[src/rtl/bb_pkg.sv]
`timescale 1ns/1ps
package bb_pkg;
  typedef enum logic [1:0] {
    SZ_BYTE = 2'd0,
    SZ_HALF = 2'd1,
    SZ_WORD = 2'd2
  } size_e;
endpackage

[src/rtl/bb_win_dec.sv]
`timescale 1ns/1ps
module bb_win_dec #(
  parameter int AW = 32,
  parameter int DW = 32,
  parameter int ALIAS_W = 25,
  parameter int NWIN = 2,
  parameter logic [NWIN-1:0][AW-1:0] ALIAS_BASES = '0,
  parameter logic [NWIN-1:0][AW-1:0] REGION_BASES = '0
) (
  input  logic [AW-1:2]          addr_i,
  input  logic [1:0]             size_i,
  output logic                   hit_o,
  output logic [AW-1:0]          xaddr_o,
  output logic [$clog2(DW)-1:0]  bitpos_o
);
  import bb_pkg::*;
  localparam int BPW = $clog2(DW);
  localparam int RW  = ALIAS_W - BPW;

  logic [NWIN-1:0]         hit_vec;
  logic [NWIN-1:0][AW-1:0] tgt_vec;
  logic [AW-1:0]           tgt_sel;
  logic [AW-1:0]           align_mask;

  for (genvar g = 0; g < NWIN; g++) begin : g_win
    assign hit_vec[g] = (addr_i[AW-1:ALIAS_W] == ALIAS_BASES[g][AW-1:ALIAS_W]);
    assign tgt_vec[g] = REGION_BASES[g] | AW'(addr_i[ALIAS_W-1:BPW]);
  end

  always_comb begin
    hit_o   = 1'b0;
    tgt_sel = '0;
    for (int i = 0; i < NWIN; i++) begin
      if (hit_vec[i]) begin
        hit_o   = 1'b1;
        tgt_sel = tgt_vec[i];
      end
    end
  end

  always_comb begin
    unique case (size_e'(size_i))
      SZ_BYTE: align_mask = '1;
      SZ_HALF: align_mask = ~AW'(1);
      default: align_mask = ~AW'(3);
    endcase
  end

  assign xaddr_o  = tgt_sel & align_mask;
  // bit in byte from offset[4:2], byte lane from the bits above
  assign bitpos_o = addr_i[BPW+1:2];

  // RW kept to document region width
  localparam int REGION_BYTES = 1 << RW;
endmodule

[src/rtl/bb_bit_ops.sv]
`timescale 1ns/1ps
module bb_bit_ops #(
  parameter int DW = 32
) (
  input  logic [DW-1:0]          rdata_i,
  input  logic [$clog2(DW)-1:0]  bitpos_i,
  input  logic                   wbit_i,
  output logic [DW-1:0]          rbit_word_o,
  output logic [DW-1:0]          merged_o
);
  always_comb begin
    rbit_word_o    = '0;
    rbit_word_o[0] = rdata_i[bitpos_i];
    merged_o           = rdata_i;
    merged_o[bitpos_i] = wbit_i;
  end
endmodule

[src/rtl/bb_seq.sv]
`timescale 1ns/1ps
module bb_seq #(
  parameter int AW = 32,
  parameter int DW = 32
) (
  input  logic          clk_i,
  input  logic          rst_ni,
  input  logic          req_valid_i,
  output logic          req_ready_o,
  input  logic [AW-1:0] req_addr_i,
  input  logic [1:0]    req_size_i,
  input  logic          req_we_i,
  input  logic [DW-1:0] req_wdata_i,
  output logic          rsp_valid_o,
  output logic [DW-1:0] rsp_rdata_o,
  // decode side
  output logic [AW-1:0] addr_q_o,
  output logic [1:0]    size_q_o,
  input  logic          hit_i,
  input  logic [AW-1:0] xaddr_i,
  output logic [DW-1:0] rd_q_o,
  output logic          wbit_o,
  input  logic [DW-1:0] rbit_word_i,
  input  logic [DW-1:0] merged_i,
  // downstream
  output logic          mst_valid_o,
  input  logic          mst_ready_i,
  output logic [AW-1:0] mst_addr_o,
  output logic [1:0]    mst_size_o,
  output logic          mst_we_o,
  output logic [DW-1:0] mst_wdata_o,
  output logic          mst_lock_o,
  input  logic          mst_rvalid_i,
  input  logic [DW-1:0] mst_rdata_i
);
  typedef enum logic [2:0] {S_IDLE, S_REQ, S_WAIT, S_WREQ, S_WWAIT, S_RESP} state_e;

  state_e        state_q, state_d;
  logic [AW-1:0] addr_q;
  logic [1:0]    size_q;
  logic          we_q;
  logic [DW-1:0] wdata_q;
  logic [DW-1:0] rd_q;
  logic          rmw;

  assign rmw = hit_i & we_q;

  always_ff @(posedge clk_i or negedge rst_ni) begin
    if (!rst_ni) begin
      state_q <= S_IDLE;
      addr_q  <= '0;
      size_q  <= '0;
      we_q    <= 1'b0;
      wdata_q <= '0;
      rd_q    <= '0;
    end else begin
      state_q <= state_d;
      if (state_q == S_IDLE && req_valid_i) begin
        addr_q  <= req_addr_i;
        size_q  <= req_size_i;
        we_q    <= req_we_i;
        wdata_q <= req_wdata_i;
      end
      if (state_q == S_WAIT && mst_rvalid_i) rd_q <= mst_rdata_i;
    end
  end

  always_comb begin
    state_d = state_q;
    unique case (state_q)
      S_IDLE:  if (req_valid_i) state_d = S_REQ;
      S_REQ:   if (mst_ready_i) state_d = S_WAIT;
      S_WAIT:  if (mst_rvalid_i) state_d = rmw ? S_WREQ : S_RESP;
      S_WREQ:  if (mst_ready_i) state_d = S_WWAIT;
      S_WWAIT: if (mst_rvalid_i) state_d = S_RESP;
      default: state_d = S_IDLE;
    endcase
  end

  always_comb begin
    mst_valid_o = 1'b0;
    mst_addr_o  = hit_i ? xaddr_i : addr_q;
    mst_size_o  = size_q;
    mst_we_o    = 1'b0;
    mst_wdata_o = wdata_q;
    mst_lock_o  = 1'b0;
    unique case (state_q)
      S_REQ: begin
        mst_valid_o = 1'b1;
        mst_we_o    = we_q & ~hit_i;
        mst_lock_o  = rmw;
      end
      S_WAIT:  mst_lock_o = rmw;
      S_WREQ: begin
        mst_valid_o = 1'b1;
        mst_we_o    = 1'b1;
        mst_wdata_o = merged_i;
        mst_lock_o  = 1'b1;
      end
      S_WWAIT: mst_lock_o = 1'b1;
      default: ;
    endcase
  end

  assign req_ready_o = (state_q == S_IDLE);
  assign rsp_valid_o = (state_q == S_RESP);
  assign rsp_rdata_o = we_q ? '0 : (hit_i ? rbit_word_i : rd_q);
  assign addr_q_o    = addr_q;
  assign size_q_o    = size_q;
  assign rd_q_o      = rd_q;
  assign wbit_o      = wdata_q[0];


  hold_stable_chk: assert property (@(posedge clk_i) disable iff (!rst_ni)
    mst_valid_o && !mst_ready_i |=> mst_valid_o && $stable(mst_addr_o) && $stable(mst_we_o)
                                    && $stable(mst_wdata_o) && $stable(mst_size_o));

  lock_release_chk: assert property (@(posedge clk_i) disable iff (!rst_ni)
    $fell(mst_lock_o) |-> $past(mst_rvalid_i));

  lock_on_read_chk: assert property (@(posedge clk_i) disable iff (!rst_ni)
    $rose(mst_lock_o) |-> mst_valid_o && !mst_we_o);

  rsp_pulse_chk: assert property (@(posedge clk_i) disable iff (!rst_ni)
    rsp_valid_o |=> !rsp_valid_o && req_ready_o);

  ready_idle_chk: assert property (@(posedge clk_i) disable iff (!rst_ni)
    req_ready_o |-> !mst_valid_o && !mst_lock_o && !rsp_valid_o);

  alias_rd_zero_chk: assert property (@(posedge clk_i) disable iff (!rst_ni)
    rsp_valid_o && hit_i && !we_q |-> rsp_rdata_o[DW-1:1] == '0);
endmodule

[src/rtl/bitband_xlat.sv]
`timescale 1ns/1ps
module bitband_xlat #(
  parameter int          AW         = 32,
  parameter int          DW         = 32,
  parameter int          ALIAS_W    = 25,
  parameter logic [31:0] SRAM_BASE  = 32'h2000_0000,
  parameter logic [31:0] SRAM_ALIAS = 32'h2200_0000,
  parameter logic [31:0] PERI_BASE  = 32'h4000_0000,
  parameter logic [31:0] PERI_ALIAS = 32'h4200_0000
) (
  input  logic          clk_i,
  input  logic          rst_ni,
  input  logic          req_valid_i,
  output logic          req_ready_o,
  input  logic [AW-1:0] req_addr_i,
  input  logic [1:0]    req_size_i,
  input  logic          req_we_i,
  input  logic [DW-1:0] req_wdata_i,
  output logic          rsp_valid_o,
  output logic [DW-1:0] rsp_rdata_o,
  output logic          mst_valid_o,
  input  logic          mst_ready_i,
  output logic [AW-1:0] mst_addr_o,
  output logic [1:0]    mst_size_o,
  output logic          mst_we_o,
  output logic [DW-1:0] mst_wdata_o,
  output logic          mst_lock_o,
  input  logic          mst_rvalid_i,
  input  logic [DW-1:0] mst_rdata_i
);
  localparam int BPW  = $clog2(DW);
  localparam int NWIN = 2;
  localparam logic [NWIN-1:0][AW-1:0] ALIAS_BASES  = {AW'(PERI_ALIAS), AW'(SRAM_ALIAS)};
  localparam logic [NWIN-1:0][AW-1:0] REGION_BASES = {AW'(PERI_BASE), AW'(SRAM_BASE)};

  logic [AW-1:0]  addr_q;
  logic [1:0]     size_q;
  logic           hit;
  logic [AW-1:0]  xaddr;
  logic [BPW-1:0] bitpos;
  logic [DW-1:0]  rd_q;
  logic           wbit;
  logic [DW-1:0]  rbit_word;
  logic [DW-1:0]  merged;

  bb_win_dec #(
    .AW(AW), .DW(DW), .ALIAS_W(ALIAS_W), .NWIN(NWIN),
    .ALIAS_BASES(ALIAS_BASES), .REGION_BASES(REGION_BASES)
  ) u_dec (
    .addr_i   (addr_q[AW-1:2]),
    .size_i   (size_q),
    .hit_o    (hit),
    .xaddr_o  (xaddr),
    .bitpos_o (bitpos)
  );

  bb_bit_ops #(.DW(DW)) u_bits (
    .rdata_i     (rd_q),
    .bitpos_i    (bitpos),
    .wbit_i      (wbit),
    .rbit_word_o (rbit_word),
    .merged_o    (merged)
  );

  bb_seq #(.AW(AW), .DW(DW)) u_seq (
    .clk_i, .rst_ni,
    .req_valid_i, .req_ready_o, .req_addr_i, .req_size_i, .req_we_i, .req_wdata_i,
    .rsp_valid_o, .rsp_rdata_o,
    .addr_q_o    (addr_q),
    .size_q_o    (size_q),
    .hit_i       (hit),
    .xaddr_i     (xaddr),
    .rd_q_o      (rd_q),
    .wbit_o      (wbit),
    .rbit_word_i (rbit_word),
    .merged_i    (merged),
    .mst_valid_o, .mst_ready_i, .mst_addr_o, .mst_size_o, .mst_we_o,
    .mst_wdata_o, .mst_lock_o, .mst_rvalid_i, .mst_rdata_i
  );
endmodule

[config.mk]
export PLATFORM = sky130hd
export DESIGN_NAME = bitband_xlat
export DESIGN_NICKNAME = d
export VERILOG_FILES = /design/src/rtl/bb_pkg.sv /design/src/rtl/bb_win_dec.sv /design/src/rtl/bb_bit_ops.sv /design/src/rtl/bb_seq.sv /design/src/rtl/bitband_xlat.sv
export SDC_FILE = /design/constraint.sdc
export NUM_CORES = 1
export LEC_CHECK = 0
export ABC_AREA = 1
export CORE_MARGIN = 8
export CORE_UTILIZATION = 50
export CTS_BUF_LIST = sky130_fd_sc_hd__clkbuf_4 sky130_fd_sc_hd__clkbuf_8
export DETAILED_ROUTE_END_ITERATION = 16
export PLACE_DENSITY = 0.92
export SYNTH_ARGS = -nofsm -noshare
export SYNTH_HDL_FRONTEND = slang
export SYNTH_SLANG_ARGS = --single-unit
[constraint.sdc]
create_clock -name clk_i -period 3.65 [get_ports clk_i]
set_input_delay 0.73 -clock clk_i [delete_from_list [all_inputs] [get_ports clk_i]]
set_output_delay 0.73 -clock clk_i [all_outputs]
set_load 0.1 [all_outputs]
# --- After elaboration in Yosys (flattened, before gate mapping) ---
# Index checks and enable logic that the tools add are counted.
op_classes:
  bitwise: 4
  eq_ne: 13
  order_cmp: 2
  mux: 24
  n_reduce_logical: 9
op_table:
  columns: ["op", "count"]
  rows:
  - ["32-bit 2-to-1 mux", 5]
  - ["32-bit AND", 1]
  - ["32-bit bitwise mux", 1]
  - ["30-bit 2-to-1 mux", 1]
  - ["3-bit 2-to-1 mux", 6]
  - ["3-bit one-hot mux with 5 select lines", 1]
  - ["2-bit inequality test, second input constant", 5]
  - ["7-bit by 5-bit equality test with 1-bit output, second input constant", 1]
  - ["7-bit by 6-bit equality test with 1-bit output, second input constant", 1]
  - ["3-bit by 2-bit equality test with 1-bit output, second input constant", 2]
  - ["3-bit equality test, second input constant", 2]
  - ["5-bit by 6-bit < comparator with 1-bit output, second input constant", 1]
  - ["2-bit OR reduction", 3]
  - ["1-bit binary-select mux with 5-bit select", 1]
  - ["1-bit demux with 5-bit select", 1]
  - ["5-bit by 1-bit >= comparator with 1-bit output, second input constant", 1]
  - ["1-bit 2-to-1 mux", 5]
  - ["5-bit AND reduction", 1]
  - ["1-bit one-hot mux with 2 select lines", 2]
  - ["2-bit one-hot mux with 2 select lines", 1]
  - ["3-bit by 1-bit equality test with 1-bit output, second input constant", 1]
  - ["1-bit logical AND", 3]
  - ["3-bit logical NOT", 1]
  - ["1-bit AND", 2]
  - ["3 further kinds", 3]
totals:
  wordCells: 58
  in_bits: 104
  register_bits: 102
  out_inout_bits: 103

# --- Logic depth before layout (Yosys ltp) ---
logic_depth:
  depth_word: 7
  depth_mapped: 13
  ltp_nobuf: 11

# --- Cells and area by module ---
# A second synthesis with hierarchy kept.
unflattened:
  hier_cells: 1099
  hier_area_um2: 7036.7
modules_own_cells:
  columns: ["module", "instances", "area_per_inst_um2", "seq_area_each_um2", "cells_per_inst"]
  rows:
  - ["bb_seq", 1, 5424.0, 2552.4, 789]
  - ["bb_bit_ops", 1, 1131.1, 0.0, 233]
  - ["bb_win_dec", 1, 481.7, 0.0, 77]

# --- Least setup slack after synthesis ---
# OpenSTA, ideal clock, no wires.
synth_path:
  kind: "flip-flop to output port"
  start: "reg u_seq.state_q[1]"
  end: "out mst_wdata_o[30]"
  slack_ps: -260
  stages_incl_launch_ff: 6
  required_time_ps: 2920
  path_buffers: 1
  t_arrival_ps: 3180
  path_cell_list: "dfrtp_1 inv_1 nor2_1 nand2_1 clkbuf_1 o31ai_1"
synth_between:
  elab_chain_len: 2
synth_lines:
  columns: ["item", "line", "text"]
  rows:
  - ["from (decl)", "bb_seq.sv:38", "state_e state_q, state_d;"]
  - ["from (signal assigned)", "bb_seq.sv:57", "state_q <= state_d;"]
  - ["3-bit by 2-bit equality test with 1-bit output", "bb_seq.sv:87", "unique case (state_q)"]
  - ["32-bit 2-to-1 mux", "bb_seq.sv:87", null]
  - ["to (decl)", "bitband_xlat.sv:26", "output logic [DW-1:0] mst_wdata_o,"]
# Every way passes these cells.

# --- Worst setup path after layout ---
layout_path:
  start: "reg u_seq.addr_q[3] (netlist: u_seq.addr_q_o[3])"
  end: "out mst_wdata_o[29]"
layout_between:
  elab_chain_len: 6
  word_cells_on_any_way: 7
  classes_between: "2 x order compare; 4 x mux; 1 x reduce/logical"
layout_lines:
  columns: ["item", "line", "text"]
  rows:
  - ["from (decl)", "bb_seq.sv:39", "logic [AW-1:0] addr_q;"]
  - ["from (signal assigned)", "bb_seq.sv:59", "addr_q <= req_addr_i;"]
  - ["5-bit by 6-bit < comparator with 1-bit output (not written as such) / 5-bit by 1-bit >= comparator with 1-bit output (equally long branches)", "bb_bit_ops.sv:15", "merged_o[bitpos_i] = wbit_i;"]
  - ["1-bit logical AND (not written as such)", "bb_bit_ops.sv:15", null]
  - ["1-bit 2-to-1 mux (not written as such)", "bb_bit_ops.sv:15", null]
  - ["1-bit demux with 5-bit select *", null, null]
  - ["32-bit bitwise mux *", "bb_bit_ops.sv:15", null]
  - ["32-bit 2-to-1 mux *", "bb_seq.sv:87", null]
# Every way passes the cells marked *; elsewhere a longest branch is shown, timed or not.

==> impl_metrics.env <==
export IMPL_status="complete, no violations"
export IMPL_synth_compound_area_frac=0.1454
export IMPL_post_dp_hpwl_mm=15.56
export IMPL_rsz0062_at_grt="no"
export IMPL_io_pin_count=207
export IMPL_tightest_slew_ps=1052
export IMPL_cp_cell_sequence="buf_4, nor2_1, a21oi_1, o31ai_1, buf_12"
export IMPL_grt_overflow=0
export IMPL_finalMaxSlewViolations=0
export IMPL_die_area_mm2=0.01504
export IMPL_path_buf_inv=2
export IMPL_numCtsBuffers=9
export IMPL_grt_pass1_vias=5602
export IMPL_synth_cell_type_count=30
export IMPL_syn_inst=727
export IMPL_cts_resized=0
export IMPL_crit_path_end_kind="primary output"
export IMPL_fin_crit_sh=0.9043
export IMPL_synth_edf_count=0
export IMPL_synth_top_family_by_area="simple AND/OR/NAND/NOR gates"
export IMPL_cts_tree="built"
export IMPL_yosys_register_bits=102
export IMPL_finClkSkew_ps=14.56
export IMPL_startpoint_type="register"
export IMPL_hold_viol=0
export IMPL_synthFlopType="dfrtp_1"
export IMPL_routed_wl_mm=20.08
export IMPL_clock_fmax_mhz=303.0
export IMPL_crit_required_ps=2920
export IMPL_syn_num_nets=831
export IMPL_place_congestion=0.9601
export IMPL_drive_gt1_frac=0.2226
export IMPL_slowest_delay_ps=680
export IMPL_drv_cap=0
export IMPL_synth_simple_area_share=0.2176
export IMPL_syn_to_final_growth_pct=51.51
export IMPL_vias_per_cell=5.426
export IMPL_clock_latency_ps=380
export IMPL_synth_area_mm2=0.005687
export IMPL_antenna_left=0
export IMPL_track_usage=0.2652
export IMPL_postSynth_asyncResetShare=1.000
export IMPL_grt_pass1_wl_mm=30.86
export IMPL_synthAdderAreaFrac=0
export IMPL_grt_max_degree=82
export IMPL_cts_root_buf="clkbuf_8"
export IMPL_die_w_um=122.6
export IMPL_synthMuxAreaShare=0.09769
export IMPL_drc=0
export IMPL_core_region_area_mm2=0.01127
export IMPL_cts_sinks=102
export IMPL_drt_pass1_iter_count=5
export IMPL_post_cts_buffers=0
export IMPL_synth_xor_area_share=0.001540
export IMPL_crit_family="simple AND/OR/NAND/NOR gates"
export IMPL_antenna_found_initial=1
export IMPL_synth_warnings=0
export IMPL_crit_arrival_ps=2570
export IMPL_hold_buffers=0
export IMPL_htreeDepth=3
export IMPL_cp_slowest_cell="nor2_1"
export IMPL_ys_seq_area_frac=0.4488
export IMPL_drtIter0Drc=720
export IMPL_reg2reg_depth=5
export IMPL_clk_path_buf_depth=2
export IMPL_path_max_fanout=11
export IMPL_max_slew_margin=0.2986
export IMPL_setup_violations=0
export IMPL_hold_path_class="in -> async"
export IMPL_dpl_cell_area_mm2=0.008402
export IMPL_path_depth=5
export IMPL_start_util=0.5045
export IMPL_fin_crit_ps=3301
export IMPL_crit_type="reg -> out"
export IMPL_die_h_um=122.6
export IMPL_fin_nets=1011
export IMPL_cts_clk_slew_worst_paths_ps=110
export IMPL_final_cell_area_mm2=0.008616
export IMPL_route_vias_total=5730
export IMPL_avgRoutedWirePerCell_um=19.02
export IMPL_portBuffers=206
export IMPL_rows=39
export IMPL_syn_area_per_cell_um2=7.822
## metrics by stage
step,instances,util,setup WS [ps],TNS [ps],hold slack [ps]
2_1_floorplan,727,-,-250.9,-1493,434.4
3_3_place_gp,1039,0.7454,889.6,0,487.5
3_5_place_dp,1039,0.7454,793.0,0,493.0
4_1_cts,1055,0.7641,368.9,0,405.3
5_1_grt,1056,0.7643,217.9,0,427.5
6_report,1056,0.7643,349.2,0,380.0
## layout make-up
| cell class | instances | area, µm² |
|---|---|---|
| Fill cell | 729 | 2656 |
| Clock buffer | 10 | 137.6 |
| Sequential cell | 102 | 2552 |
| Tap cell | 143 | 178.9 |
| Multi-Input combinational cell | 507 | 2651 |
| Antenna cell | 1 | 2.502 |
| Inverter | 70 | 264.0 |
| Clock inverter | 6 | 73.82 |
| Timing Repair Buffer | 217 | 2755 |
## path summary, 6_finish.rpt
path / start / to / slack, ps
min: rst_ni / u_seq.addr_q_o[24]$_DFFE_PN0P_ / 380
min in group clk_i: u_seq.addr_q_o[0]$_DFFE_PN0P_ / u_seq.addr_q_o[0]$_DFFE_PN0P_ / 520
max reg2reg: u_seq.state_q[0]$_DFFE_PN0P_ / u_seq.wdata_q[28]$_DFFE_PN0P_ / 1620
max in group asynchronous: rst_ni / u_seq.rd_q_o[24]$_DFFE_PN0P_ / 2560
min reg2reg: u_seq.addr_q_o[0]$_DFFE_PN0P_ / u_seq.addr_q_o[0]$_DFFE_PN0P_ / 520
max: u_seq.addr_q_o[3]$_DFFE_PN0P_ / mst_wdata_o[29] / 350
## sequential cells by signal, indices dropped and copies added (netlist names)
name and count:
u_seq.mst_size_o 2, u_seq.state_q 3, u_seq.addr_q_o 32, u_seq.wdata_q 32, u_seq.we_q 1, u_seq.rd_q_o 32
## layout by cell type (no fill, tap or decap), types with 2 or more instances in the layout
cell type	instances
a21oi_1	72
a21oi_2	10
a31oi_1	7
buf_12	68
buf_4	39
clkbuf_8	10
clkdlybuf4s50_1	110
dfrtp_1	102
inv_1	64
inv_2	5
inv_6	5
mux2_2	48
nand2_1	183
nand2_2	2
nand3_1	8
nor2_1	96
nor3_1	6
nor3_2	4
nor3_4	2
o21ai_0	28
o21ai_1	24
o31ai_1	6
o31ai_2	3
## Yosys cell counts, types with 2 or more instances
cell,count,area [µm²]
a21oi_1,72,360.4
a21oi_2,10,87.58
a31oi_1,7,43.79
buf_1,3,11.26
buf_2,22,110.1
buf_4,3,22.52
buf_6,3,33.78
clkbuf_1,17,63.81
dfrtp_1,102,2552
inv_1,64,240.2
inv_2,5,18.77
mux2_2,48,540.5
nand2_1,184,690.7
nand2_2,2,12.51
nand3_1,8,40.04
nor2_1,96,360.4
nor3_1,6,30.03
nor3_2,4,40.04
nor3_4,2,32.53
o21ai_0,51,255.2
o31ai_1,9,67.56
## metal layers
metal,track usage,part of all wire
met1,0.3369,0.40
met2,0.4288,0.48
met3,0.06440,0.085
met4,0.1043,0.035
met5,0,0
## logic make-up after synthesis
| family | after synthesis |
|---|---|
| AND/OR/NAND/NOR | 306 |
| AO/OA/AOI/OAI | 151 |
| buffers and inverters | 118 |
| flip-flops | 102 |
| multiplexers | 49 |
| XOR/XNOR | 1 |
Power is left out: the tool's default activity adds up to more than one toggle a clock period on the data nets, which glitch-free logic cannot reach.
